`src/rtl/prio_vic_pkg.sv`:
```
package prio_vic_pkg;

    localparam int LVL_W        = 3;
    localparam int VEC_W        = 8;
    localparam int ADDR_W       = 24;
    localparam int ENTRY_STRIDE = 2;
    localparam logic [ADDR_W-1:0] PRIMARY_BASE = 24'h000004;

    typedef logic [LVL_W-1:0]  level_t;
    typedef logic [VEC_W-1:0]  vec_t;
    typedef logic [ADDR_W-1:0] addr_t;

    // result of a priority pick over one group of sources
    typedef struct packed {
        logic hit;
        vec_t idx;
    } pick_t;

    // registered request presented to the CPU
    typedef struct packed {
        logic  req;
        vec_t  vec;
        addr_t addr;
    } grant_t;

    // entry address: table base plus stride times vector number
    function automatic addr_t entry_addr(input logic alt, input vec_t vec, input int total);
        addr_t base;
        base = alt ? (PRIMARY_BASE + addr_t'(ENTRY_STRIDE * total)) : PRIMARY_BASE;
        return base + addr_t'(ENTRY_STRIDE) * addr_t'(vec);
    endfunction

endpackage

```
`src/rtl/prio_vic_flags.sv`:
```
module prio_vic_flags #(
    parameter int N = 8
) (
    input  logic         clk,
    input  logic         rst,
    input  logic [N-1:0] set_i,
    input  logic [N-1:0] clr_i,
    output logic [N-1:0] flag_o
);

    for (genvar g = 0; g < N; g++) begin : g_flag
        always_ff @(posedge clk) begin
            if (rst) begin
                flag_o[g] <= 1'b0;
            end else if (set_i[g]) begin
                // a new event on the take edge is not lost
                flag_o[g] <= 1'b1;
            end else if (clr_i[g]) begin
                flag_o[g] <= 1'b0;
            end
        end
    end

endmodule

```
`src/rtl/prio_vic_first.sv`:
```
module prio_vic_first
    import prio_vic_pkg::*;
#(
    parameter int N = 8
) (
    input  logic [N-1:0] pend_i,
    output pick_t        pick_o
);

    // lowest set index wins
    always_comb begin
        pick_o = '0;
        for (int i = N - 1; i >= 0; i--) begin
            if (pend_i[i]) begin
                pick_o.hit = 1'b1;
                pick_o.idx = vec_t'(i);
            end
        end
    end

endmodule

```
`src/rtl/prio_vic_rank.sv`:
```
module prio_vic_rank
    import prio_vic_pkg::*;
#(
    parameter int N = 118
) (
    input  logic [N-1:0]       pend_i,
    input  logic [N-1:0]       en_i,
    input  logic [N*LVL_W-1:0] lvl_i,
    input  level_t             cpu_lvl_i,
    output pick_t              pick_o
);

    level_t       lvl_a [N];
    logic [N-1:0] elig;

    for (genvar g = 0; g < N; g++) begin : g_src
        assign lvl_a[g] = lvl_i[g*LVL_W +: LVL_W];
        assign elig[g]  = pend_i[g] && en_i[g] && (lvl_a[g] != '0) && (lvl_a[g] > cpu_lvl_i);
    end

    // scan from the top so that a tie settles on the lower index
    always_comb begin
        level_t best;
        best   = '0;
        pick_o = '0;
        for (int i = N - 1; i >= 0; i--) begin
            if (elig[i] && (lvl_a[i] >= best)) begin
                best       = lvl_a[i];
                pick_o.hit = 1'b1;
                pick_o.idx = vec_t'(i);
            end
        end
    end

endmodule

```
`src/rtl/prio_vic.sv`:
```
module prio_vic
    import prio_vic_pkg::*;
#(
    parameter int N_TRAP = 8,
    parameter int N_IRQ  = 118
) (
    input  logic                   clk,
    input  logic                   rst,
    input  logic                   alt_tbl,
    input  logic [N_TRAP-1:0]      trap_set,
    input  logic [N_IRQ-1:0]       irq_set,
    input  logic [N_IRQ-1:0]       irq_en,
    input  logic [N_IRQ*LVL_W-1:0] irq_lvl,
    input  logic [LVL_W-1:0]       cpu_lvl,
    input  logic                   cpu_take,
    input  logic                   cpu_return,
    output logic                   int_req,
    output logic [VEC_W-1:0]       vec_num,
    output logic [ADDR_W-1:0]      vec_addr,
    output logic                   int_ack
);

    localparam int N_VEC = N_TRAP + N_IRQ;

    logic [N_TRAP-1:0] trap_pend, trap_clr;
    logic [N_IRQ-1:0]  irq_pend, irq_clr;
    pick_t             trap_pick, irq_pick;
    grant_t            grant_q, grant_d;
    logic              busy_q, busy_d, ack_q;
    logic              take;

    assign take = cpu_take && grant_q.req;

    // clear strobes for the source being taken
    for (genvar t = 0; t < N_TRAP; t++) begin : g_tclr
        assign trap_clr[t] = take && (grant_q.vec == vec_t'(t));
    end
    for (genvar i = 0; i < N_IRQ; i++) begin : g_iclr
        assign irq_clr[i] = take && (grant_q.vec == vec_t'(N_TRAP + i));
    end

    prio_vic_flags #(.N(N_TRAP)) u_trap_flags (
        .clk    (clk),
        .rst    (rst),
        .set_i  (trap_set),
        .clr_i  (trap_clr),
        .flag_o (trap_pend)
    );

    prio_vic_flags #(.N(N_IRQ)) u_irq_flags (
        .clk    (clk),
        .rst    (rst),
        .set_i  (irq_set),
        .clr_i  (irq_clr),
        .flag_o (irq_pend)
    );

    prio_vic_first #(.N(N_TRAP)) u_trap_pick (
        .pend_i (trap_pend),
        .pick_o (trap_pick)
    );

    prio_vic_rank #(.N(N_IRQ)) u_irq_rank (
        .pend_i    (irq_pend),
        .en_i      (irq_en),
        .lvl_i     (irq_lvl),
        .cpu_lvl_i (cpu_lvl),
        .pick_o    (irq_pick)
    );

    always_comb begin
        logic hit;
        vec_t sel;
        if (take) begin
            busy_d = 1'b1;
        end else if (cpu_return) begin
            busy_d = 1'b0;
        end else begin
            busy_d = busy_q;
        end

        hit = trap_pick.hit || irq_pick.hit;
        sel = trap_pick.hit ? trap_pick.idx : (irq_pick.idx + vec_t'(N_TRAP));

        grant_d = '0;
        if (hit && !busy_d) begin
            grant_d.req  = 1'b1;
            grant_d.vec  = sel;
            grant_d.addr = entry_addr(alt_tbl, sel, N_VEC);
        end
    end

    always_ff @(posedge clk) begin
        if (rst) begin
            grant_q <= '0;
            busy_q  <= 1'b0;
            ack_q   <= 1'b0;
        end else begin
            grant_q <= grant_d;
            busy_q  <= busy_d;
            ack_q   <= take;
        end
    end

    assign int_req  = grant_q.req;
    assign vec_num  = grant_q.vec;
    assign vec_addr = grant_q.addr;
    assign int_ack  = ack_q;

endmodule

```
`config.mk`:
```
export PLATFORM = sky130hd
export DESIGN_NAME = prio_vic
export DESIGN_NICKNAME = d
export VERILOG_FILES = /design/src/rtl/prio_vic_pkg.sv /design/src/rtl/prio_vic_flags.sv /design/src/rtl/prio_vic_first.sv /design/src/rtl/prio_vic_rank.sv /design/src/rtl/prio_vic.sv
export SDC_FILE = /design/constraint.sdc
export NUM_CORES = 1
export LEC_CHECK = 0
export CORE_ASPECT_RATIO = 1.1
export CORE_MARGIN = 2
export CORE_UTILIZATION = 50
export CTS_BUF_LIST = sky130_fd_sc_hd__clkbuf_2
export DETAILED_ROUTE_END_ITERATION = 16
export PLACE_DENSITY_LB_ADDON = 0.15
export SKIP_LAST_GASP = 1
export SYNTH_ARGS = -nofsm -noshare
export SYNTH_HDL_FRONTEND = slang
export SYNTH_HIERARCHICAL = 1
export SYNTH_SLANG_ARGS = --single-unit
export TNS_END_PERCENT = 5
```
`constraint.sdc`:
```
create_clock -name clk -period 175.9 [get_ports clk]
set_input_delay 35.18 -clock clk [delete_from_list [all_inputs] [get_ports clk]]
set_output_delay 35.18 -clock clk [all_outputs]
set_load 0.1 [all_outputs]
```
; ---- After elaboration in Yosys (flattened, before gate mapping)
; Index checks and enable logic that the tools add are counted.
[totals]
input_bits = 606
word_cells = 1843
register_bits = 161
output_inout_bits = 34
[op_classes]
n_reduce_logical = 848
eq_ne = 125
addsub = 2
order_cmp = 236
n_mux = 500
n_bitwise = 1
[op_table]
columns = operator, n
row1 = 9-bit two-way mux, 127
row2 = 1-bit logical AND, 600
row3 = 8-bit by 7-bit == test with 1-bit output (second input constant), 62
row4 = 3-bit greater-than comparator, 118
row5 = 3-bit nonzero test, 118
row6 = 3-bit greater-or-equal comparator, 117
row7 = 3-bit two-way mux, 117
row8 = 8-bit by 6-bit == test with 1-bit output (second input constant), 32
row9 = 1-bit two-way mux, 254
row10 = 2-bit nonzero test, 126
row11 = 8-bit by 5-bit == test with 1-bit output (second input constant), 16
row12 = 8-bit by 4-bit == test with 1-bit output (second input constant), 8
row13 = 33-bit two-way mux, 1
row14 = 8-bit by 3-bit == test with 1-bit output (second input constant), 4
row15 = 8-bit by 2-bit == test with 1-bit output (second input constant), 2
row16 = 9-bit by 9-bit adder with 10-bit output, 1
row17 = 8-bit by 4-bit adder with 8-bit output (second input constant), 1
row18 = 8-bit by 1-bit == test with 1-bit output (second input constant), 1
row19 = 8-bit logical NOT, 1
row20 = 8-bit two-way mux, 1
row21 = 3-bit by 1-bit greater-or-equal comparator with 1-bit output (second input constant), 1
row22 = 2-bit OR reduction, 1
row23 = 1-bit logical NOT, 1
row24 = 1-bit logical OR, 1
row25 = 1-bit inverter, 1

; ---- Longest topological paths before layout
[logic_depth]
ltp_word = 360
mapped_depth = 841
mapped_depth_nobuf = 838

; ---- Cells and area by module
; Netlist, hierarchy kept.
[by_module_without_submodules]
columns = module, area_each_um2, cells_each, instances, seq_area_each_um2
row1 = prio_vic_rank, 26137.6, 3750, 1, 0.0
row2 = prio_vic_flags (u_irq_flags), 4299.1, 485, 1, 2362.3
row3 = prio_vic, 1834.3, 299, 1, 380.4
row4 = prio_vic_flags (u_trap_flags), 381.6, 33, 1, 160.2
row5 = prio_vic_first, 123.9, 20, 1, 0.0

; ---- Worst setup path before layout
; OpenSTA, ideal clock, no wires.
[synth_timing]
path_kind = input port to flip-flop
startpoint = input port cpu_lvl[2]
endpoint = register grant_q (netlist bit vec_addr[8])
setup_slack_ps = -15554
n_path_buf = 3
setup_time_ps = 72
stages = 816
arrival_time_ps = 191382
required_ps = 175828
path_cell_list = inv_1 > ha_1 > and3_1 > a211oi_4 > nand2_2 > ha_1 > nand2_1 > o21ai_0 > nand3_1 > o21ai_0 > ha_1 > o32ai_1 > a211oi_1 > o21ai_0 > mux2_2 > ha_1 > nand2b_1 > a31oi_1 > [... 780 more ...] > clkbuf_1 > nand2b_1 > o22ai_1 > ha_1 > nand2b_1 > a21o_1 > a21oi_1 > or4_1 > nand2_1 > or4_1 > nor2_1 > ha_1 > nand3_1 > xor2_1 > o21ai_0 > ha_1 > nand2b_1 > mux2i_1
[synth_rtl]
columns = element, line_no
row1 = start: declaration, prio_vic.sv:14  ; input logic [LVL_W-1:0] cpu_lvl,
row2 = end signal: assignment, prio_vic.sv:99  ; grant_q <= grant_d;
row3 = end: declaration, prio_vic.sv:28  ; grant_t grant_q, grant_d;

==> results.md <==
* IO buf count at 624
* Post-Syn Area at 32800 um2
* Starting Density at 50.4%
* Status: complete, but fails checks
* Top_reg_cell synth: dfxtp_1
* Placeable Area at 65000 um2
* Post-synth top area cell: ha_1
* Area Growth Syn to Fin at 51.0%
* Slew Viols, Final at 0
* Final Util at 76.2%
* Met3 Routed Length at 12300 um
* Met2 WL at 67600 um
* Setup violations, final at 17
* Io pins at 640
* Hold Path End: u_irq_flags/flag_o[90]$_SDFFE_PP0P_
* RR Startpoint: u_irq_flags/flag_o[117]$_SDFFE_PP0P_
* Synth unique cells at 147
* Period utilisation layout at 105%
* Critical path peak fanout at 4
* Clock latency at the later pin of the worst-skew pair at 1.12 ns
* Worst relative slew slack at 8.67%
* Pwr Density at 8.30 nW/um2
* Worst-path clk slew at 0.29 ns
* Site Rows at 98
* Most frequent cells in the layout: 799 x buf_4, 616 x clkdlybuf4s50_1, 459 x inv_1
* DRC Markers at 0
* Reg-to-reg endpoint: vec_addr[8]$_SDFF_PP0_
* Largest net degree at the start of global routing at 79
* Routed WL at 147000 um
* Fmax at 5.42 MHz
* Routed len/inst at 21.5 um
* Die H at 273 um
* WL met1 at 57000 um
* First-iteration detailed-routing DRC count at 3709
* Root Buffer: clkbuf_2
* Final worst slack at -8.55 ns
* Skew final at 0.0509 ns
* Crit path kind: input pin to flop
* CP startpoint kind: input pin
* DP Wirelength at 112000 um
* Chip width at 248 um
* Async S/R FF share, synth at 0%
* Hold Startpoint: u_irq_flags/flag_o[90]$_SDFFE_PP0P_
* Type of the worst min-delay path: flop to flop
* Synth top area share at 18.4%
* Most used cell, CP: nand2b_4
* Post-synthesis sequential area ratio at 8.86%
* Uppermost layer routed: met5
* Slew @ Worst Pin at 1.37 ns
* Grt total ovfl at 0
* Worst Path Required at 176.97 ns
* Via count at 42.3k
* Failing checks: negative setup slack
* Final TNS setup at -139.17 ns
* Ranking of synthesized cells by area: ha_1 18%, dfxtp_1 8.9%, a21oi_1 6.2%
* Reg-to-reg slack, setup at 25.79 ns
* Clock Path Buffers at 2
* Hold Path Depth at 2
* H-Tree Depth at 4
* Synth Register Bits at 145
* Post-route cell area at 49500 um2
* CTS tree: built
* Via density at 6.18
* Nets@finish at 7058
* Maximum VDD drop at 0.00565 mV
* Syn Inst Count at 4587
* Fin crit period at 184.45 ns
* Final Total Pwr at 411 uW
* Clock Sink Count at 145
* Vias in the first global route at 38.6k
* Mean Syn Cell Area at 7.15 um2
* Max Cap Viol at 0
* DRT Pass-1 Iters at 6
* Placed cell count at 6632
* Placed inst area at 45400 um2
* Fill count at 5039
* Leakage Power at 22.4 nW
* First-pass GRT wire length at 209000 um
* Yosys warning total at 6
* RSZ-0062 raised after global routing: yes
* GP Congestion at 0.999
* DRT antenna net count at 0
* Antenna violations before repair at 32
* Post-Layout Cell Count at 6850
* Gr usage total at 39.3%
* Critical path capture point type: flop
* Arrival @ worst endpoint at 185.52 ns
* Final hold violations at 0
* Slowest CP cell: or4_4
* Full die area at 67600 um2
* Reg2Reg Depth at 826
* Post-synth EDFFs at 0
* TritonCTS Buffers at 17
* Commonest non-fill, non-tap cell in the layout: buf_4
* Layout cell share with drive strength beyond 1 at 26.8%
* Max incr delay on CP at 0.55 ns
## per-layer routing
metal / up-vias / GRT usage (%)
li1: 19929 / -
met1: 19875 / 46.2
met2: 1970 / 65.1
met3: 493 / 8.87
met4: 34 / 23.3
met5: - / 0
## metrics by stage
step | hold WS (ns) | worst slack, ns
2_1_floorplan | 0.445 | -7.74
4_1_cts | 0.488 | -11.33
3_5_place_dp | 0.458 | -13.23
3_3_place_gp | 0.455 | -9.36
5_1_grt | 0.508 | -14.61
6_report | 0.489 | -8.55
## cells in the mapped netlist (all sizes together), types with 48 or more instances
| master | instances |
|---|---|
| nor2 | 364 |
| maj3 | 72 |
| dfxtp | 145 |
| nor2b | 54 |
| and2 | 114 |
| buf | 59 |
| o311ai | 96 |
| o211ai | 54 |
| a311oi | 107 |
| ha | 481 |
| o21ai | 225 |
| nand2 | 438 |
| nand2b | 239 |
| a21o | 141 |
| nor3 | 62 |
| inv | 468 |
| a31oi | 67 |
| o21a | 104 |
| and3 | 62 |
| a21oi | 438 |
| nand3 | 123 |
| a21boi | 48 |
## what timing repair did
| action | in CTS | in global routing |
|---|---|---|
| endpoints found under the setup margin | 17 | 17 |
| resized for setup | 32 | 484 |
| hold buffers | 0 | 0 |
| setup buffers | 31 | 139 |
| gates cloned | 0 | 0 |
| pin swaps | 46 | 451 |
## how the worst max path moves through the flow
stage          slack, ns  cells past startpoint  startpoint                     end
4_1_cts           -11.33                    781  cpu_lvl[2]  vec_addr[8]$_SDFF_PP0_
2_1_floorplan      -7.74                   1040  cpu_lvl[2]  vec_addr[8]$_SDFF_PP0_
6_report           -8.55                    778  cpu_lvl[1]  vec_addr[8]$_SDFF_PP0_
3_5_place_dp      -13.23                    791  cpu_lvl[2]  vec_addr[8]$_SDFF_PP0_
3_3_place_gp       -9.36                   1040  cpu_lvl[2]  vec_addr[8]$_SDFF_PP0_
5_1_grt           -14.61                    776  cpu_lvl[1]  vec_addr[8]$_SDFF_PP0_
## cell families (layout without fill, tap and decap cells)
family,Yosys count,in the layout,synth area share (%)
AOI/OAI and AO/OA,1649,1649,36.2
and+or+nand+nor,1624,1624,25.2
adders and majority gates,553,553,20.6
buffers and inverters,549,1928,6.95
DFF,145,145,8.86
muxes,60,60,2.11
xor gates and xnor gates,4,4,0.107
other,3,37,0.0344
## state kept, by name, indices dropped and copies added, names as in the netlist
name and flops:
u_trap_flags/flag_o 8, vec_num 8, int_req 1, u_irq_flags/flag_o 118
busy_q 1, int_ack 1, vec_addr 8
## cell type report
class / count / area, um2 / area share (%)
clock inverters: 15 / 140 / 0.283
clock buffers: 17 / 85.1 / 0.172
diodes: 16 / 40.0 / 0.0809
multi-input cells: 3911 / 31200 / 63.0
repair buffers: 1427 / 12300 / 24.9
well taps: 850 / 1060 / 2.15
inverters: 469 / 1770 / 3.57
flip-flops and latches: 145 / 2900 / 5.86
## report_power, final
group | total [mW] | internal (mW) | switching, mW | leakage (nW)
Combinational | 0.350 | 0.182 | 0.168 | 21.0
Sequential | 0.0377 | 0.0354 | 0.00228 | 1.21
Clock | 0.0231 | 0.00453 | 0.0185 | 0.137
Total | 0.411 | 0.222 | 0.188 | 22.4
## worst max-delay path: cells and delay by family
family | cells | cell delay [ns]
compound gates | 299 | 48.59
xor+xnor | 1 | 0.19
fa+ha+maj | 160 | 44.02
buf+inv | 31 | 3.13
mux | 36 | 10.70
simple gates | 251 | 33.76
Note: power is estimated with default switching activity, not from simulation.
